--- src/rtl/trace_exc_pkg.sv ---
package trace_exc_pkg;

  typedef enum logic [1:0] {
    EXC_NONE  = 2'b00,
    EXC_TRACE = 2'b01,
    EXC_ADDR  = 2'b10
  } excKind_t;

  // strobes from control to datapath
  typedef struct packed {
    logic loadRte;
    logic clearT;
    logic capture;
  } srStrobe_t;

endpackage

--- src/rtl/trace_exc_ctrl.sv ---
module trace_exc_ctrl
  import trace_exc_pkg::*;
(
  input  logic      clk,
  input  logic      rstN,
  input  logic      instrDone,
  input  logic      addrErr,
  input  logic      rteValid,
  input  logic      excAck,
  input  logic      tLive,
  output srStrobe_t strobe,
  output logic      excReq,
  output excKind_t  excKind
);

  logic     reqPending;
  excKind_t pendKind;
  excKind_t newKind;

  // decide what this cycle's events cause
  always_comb begin
    strobe  = '0;
    newKind = EXC_NONE;
    if (rteValid) begin
      strobe.loadRte = 1'b1;
    end else if (instrDone && !reqPending) begin
      if (addrErr) begin
        newKind        = EXC_ADDR;
        strobe.clearT  = 1'b1;
        strobe.capture = 1'b1;
      end else if (tLive) begin
        newKind        = EXC_TRACE;
        strobe.clearT  = 1'b1;
        strobe.capture = 1'b1;
      end
    end
  end

  always_ff @(posedge clk) begin
    if (!rstN) begin
      reqPending <= 1'b0;
      pendKind   <= EXC_NONE;
    end else if (newKind != EXC_NONE) begin
      reqPending <= 1'b1;
      pendKind   <= newKind;
    end else if (reqPending && excAck) begin
      reqPending <= 1'b0;
      pendKind   <= EXC_NONE;
    end
  end

  assign excReq  = reqPending;
  assign excKind = pendKind;

endmodule

--- src/rtl/trace_exc_dp.sv ---
module trace_exc_dp
  import trace_exc_pkg::*;
#(
  parameter int SR_W     = 16,
  parameter int T_POS    = 15,
  parameter int MASK_LO  = 8,
  parameter int MASK_W   = 3
) (
  input  logic            clk,
  input  logic            rstN,
  input  srStrobe_t       strobe,
  input  logic [SR_W-1:0] rteWord,
  output logic [SR_W-1:0] srLive,
  output logic [SR_W-1:0] stackWord,
  output logic            tLive
);

  // reset value: mask field all ones, everything else zero
  localparam logic [SR_W-1:0] SR_RESET =
    ((SR_W)'((1 << MASK_W) - 1)) << MASK_LO;

  logic [SR_W-1:0] srReg;
  logic [SR_W-1:0] stackReg;

  always_ff @(posedge clk) begin
    if (!rstN) begin
      srReg <= SR_RESET;
    end else if (strobe.loadRte) begin
      srReg <= rteWord;
    end else if (strobe.clearT) begin
      srReg[T_POS] <= 1'b0;
    end
  end

  always_ff @(posedge clk) begin
    if (!rstN) begin
      stackReg <= '0;
    end else if (strobe.capture) begin
      stackReg <= srReg;
    end
  end

  assign srLive    = srReg;
  assign stackWord = stackReg;
  assign tLive     = srReg[T_POS];

endmodule

--- src/rtl/trace_exc_top.sv ---
module trace_exc_top
  import trace_exc_pkg::*;
#(
  parameter int SR_W    = 16,
  parameter int T_POS   = 15,
  parameter int MASK_LO = 8,
  parameter int MASK_W  = 3
) (
  input  logic            clk,
  input  logic            rstN,
  input  logic            instrDone,
  input  logic            addrErr,
  input  logic            rteValid,
  input  logic [SR_W-1:0] rteWord,
  input  logic            excAck,
  output logic            excReq,
  output logic [1:0]      excType,
  output logic [SR_W-1:0] stackWord,
  output logic [SR_W-1:0] srLive
);

  srStrobe_t strobe;
  excKind_t  excKind;
  logic      tLive;

  trace_exc_ctrl u_ctrl (
    .clk       (clk),
    .rstN      (rstN),
    .instrDone (instrDone),
    .addrErr   (addrErr),
    .rteValid  (rteValid),
    .excAck    (excAck),
    .tLive     (tLive),
    .strobe    (strobe),
    .excReq    (excReq),
    .excKind   (excKind)
  );

  trace_exc_dp #(
    .SR_W    (SR_W),
    .T_POS   (T_POS),
    .MASK_LO (MASK_LO),
    .MASK_W  (MASK_W)
  ) u_dp (
    .clk       (clk),
    .rstN      (rstN),
    .strobe    (strobe),
    .rteWord   (rteWord),
    .srLive    (srLive),
    .stackWord (stackWord),
    .tLive     (tLive)
  );

  assign excType = excKind;

endmodule

--- config.mk ---
export PLATFORM = sky130hd
export DESIGN_NAME = trace_exc_top
export DESIGN_NICKNAME = d
export VERILOG_FILES = /design/src/rtl/trace_exc_pkg.sv /design/src/rtl/trace_exc_ctrl.sv /design/src/rtl/trace_exc_dp.sv /design/src/rtl/trace_exc_top.sv
export SDC_FILE = /design/constraint.sdc
export NUM_CORES = 1
export LEC_CHECK = 0
export BUFFER_PORTS_ARGS = -buffer_cell sky130_fd_sc_hd__buf_4
export CORE_MARGIN = 2
export CORE_UTILIZATION = 45
export CTS_BUF_LIST = sky130_fd_sc_hd__clkbuf_2 sky130_fd_sc_hd__clkbuf_4 sky130_fd_sc_hd__clkbuf_8
export CTS_CLUSTER_SIZE = 30
export DETAILED_ROUTE_END_ITERATION = 10
export GPL_TIMING_DRIVEN = 0
export PLACE_DENSITY = 0.76
export SYNTH_ARGS = -nofsm -noshare
export SYNTH_HDL_FRONTEND = slang
export SYNTH_SLANG_ARGS = --single-unit
--- constraint.sdc ---
create_clock -name clk -period 2.7 [get_ports clk]
set_input_delay 0.54 -clock clk [delete_from_list [all_inputs] [get_ports clk]]
set_output_delay 0.54 -clock clk [all_outputs]
set_load 0.01 [all_outputs]
==> impl_metrics.json <==
{
  "status": "finished clean",
  "avgSynthCellArea_um2": 10.4,
  "hold_path_class": "primary input to flip-flop",
  "nets": 218,
  "htreeDepth": 2,
  "grt_start_max_net_pins": 11,
  "clkTransAtPathRegs_ps": 100,
  "clock_skew_ps": 7.74,
  "port_buffers": 54,
  "areaGrowthSynthToFinish_pct": 35.9,
  "tightest_slew_ps": 482,
  "tritoncts": "built",
  "hold_viol_final": 0,
  "gp_congestion": 0.766,
  "path_max_fanout": 4,
  "period_needed_ps": 1500,
  "cts_buffers": 5,
  "avgViaCountPerCell": 4.95,
  "ys_types": 18,
  "die_y_um": 59.8,
  "vias": 1133,
  "ys_ff_latch": 35,
  "place_ws_ps": 1010,
  "ioPinCount": 57,
  "yosys.area.top_type_share_pct": 50.0,
  "drt_pass1_iterations": 4,
  "critPathLaunchType": "flip-flop",
  "cts_setup_buffers": 0,
  "antenna_left": 0,
  "ff2ff_setup_slack_ps": 1320,
  "period_share_pct": 55.6,
  "synth-edff-count": 0,
  "grt_usage_pct": 19.6,
  "synthTopCellsByCount": "dfxtp_1 (35), nand2_1 (35), mux2i_1 (31)",
  "critPathArrivalTime_ps": 960,
  "synth_area_um2": 1400,
  "grt_pass1_vias": 1124,
  "cts.sinks": 35,
  "worstPathRequired_ps": 2160,
  "peakVddDrop_uv": 265,
  "drc_errors": 0,
  "ctsResizeCount": 0,
  "rsz0062_at_grt": "false",
  "synth_area_leaders": "dfxtp_1 (50%), mux2i_1 (22%), nand2_1 (9.4%)",
  "leakage_uw": 0.000864,
  "maxCapViolations": 0,
  "cts_root_buf": "clkbuf_4",
  "timing.final.ws_setup_ps": 1200,
  "wl_um": 3120,
  "core.rowCount": 20,
  "yosys_warnings": 0,
  "slew_violations": 0,
  "syn_nets": 157,
  "total_power_uw": 988,
  "core_area_um2": 3000,
  "fill_cells": 270,
  "relSlewSlack_pct": 67.8,
  "p_per_area_nw_per_um2": 519,
  "initial_utilization_pct": 46.6,
  "yosysSeqAreaShare_pct": 50.0,
  "finalSetupViolations": 0,
  "syn_inst": 135,
  "synth_area_leader_cell": "dfxtp_1",
  "drt-initial-drc-count": 16,
  "grt_overflow": 0,
  "die_x_um": 59.8,
  "die_area_um2": 3570,
  "fmax_mhz": 667,
  "grt_pass1_wl_um": 5110,
  "endpoint_kind": "output pin",
  "drive_gt1_share_pct": 35.2,
  "insertedDiodeCount": 0,
  "crit_type": "flip-flop to output pin",
  "antenna_found_initial": 0,
  "clkLatencyLatePin_ps": 330,
  "tns_ps": 0,
  "cts.path.max_buffers": 2,
  "dp_hpwl_um": 2370,
  "async_reset_ff_share_pct": 0,
  "wl_per_cell_um": 13.6,
  "synth-main-ff-cell": "dfxtp_1",
  "ctsHoldBuffers": 0
}
==> worst paths after layout <==
| path | startpoint | cells past startpoint | to |
|---|---|---|---|
| setup / recovery | u_dp.srLive[15] | 2 | srLive[15] |
| hold reg to reg | u_dp.stackWord[4] | 2 | u_dp.stackWord[4] |
| setup reg to reg | u_ctrl.excReq | 5 | u_dp.stackWord[11] |
| hold / removal | rteWord[10] | 3 | u_dp.srLive[10] |
==> worst max-delay path, cell delays in order (launching register included) <==
cell     delay (ps)
dfxtp_1         400
buf_4           130
buf_4           100
==> per-layer routing <==
| layer | vias up | routed length, um | track usage, % |
|---|---|---|---|
| met2 | 43 | 1470 | 33.9 |
| met5 | - | 0 | 0 |
| met4 | 0 | 29 | 4.76 |
| li1 | 566 | - | - |
| met3 | 4 | 250 | 8.44 |
| met1 | 520 | 1370 | 22.0 |
==> power breakdown <==
part	internal, uW	leakage (uW)	switching (uW)	total, uW
clock network	121	0.0000341	163	284
logic	83.1	0.000543	65.0	148
registers	539	0.000286	16.9	556
total	743	0.000864	245	988
==> state kept, by name (all words and copies together), names as in the netlist <==
register        flops
u_dp.stackWord     16
u_ctrl.excKind      2
u_ctrl.excReq       1
u_dp.srLive        16
==> area by class of cell <==
cell class                      count  area (um^2)  area share (%)
Sequential cell                    35          701            36.8
Multi-Input combinational cell     89          613            32.2
Timing Repair Buffer               54          405            21.3
Buffer                             11         86.3            4.54
Clock buffer                        6         51.3            2.70
Tap cell                           33         41.3            2.17
Clock inverter                      1         5.00           0.263
==> cells by family after synthesis <==
logic type	count (synthesis)	synth area share, %
AO/OA/AOI/OAI	5	3.40
buffers and inverters	11	6.17
flip-flops	35	50.0
multiplexers	31	22.2
AND/OR/NAND/NOR	53	18.2
==> placed cells by master (no fill, tap or decap), types with 2 or more instances in the layout <==
cell	n
buf_12	2
nand2_1	35
nand3_1	2
mux2i_1	31
buf_4	55
clkbuf_4	5
nor2b_1	13
dfxtp_1	35
clkbuf_1	6
==> metrics by stage <==
stage / area [um^2] / utilization (%) / cells / hold slack, ps
detailed placement: 1850 / 61.5 / 222 / 452
finish: 1900 / 63.4 / 229 / 416
global route: 1900 / 63.4 / 229 / 406
global placement: 1850 / 61.5 / 222 / 443
CTS: 1900 / 63.4 / 229 / 403
floorplan: 1400 / - / 135 / 479
No activity file was read; power rests on OpenSTA's default activity.
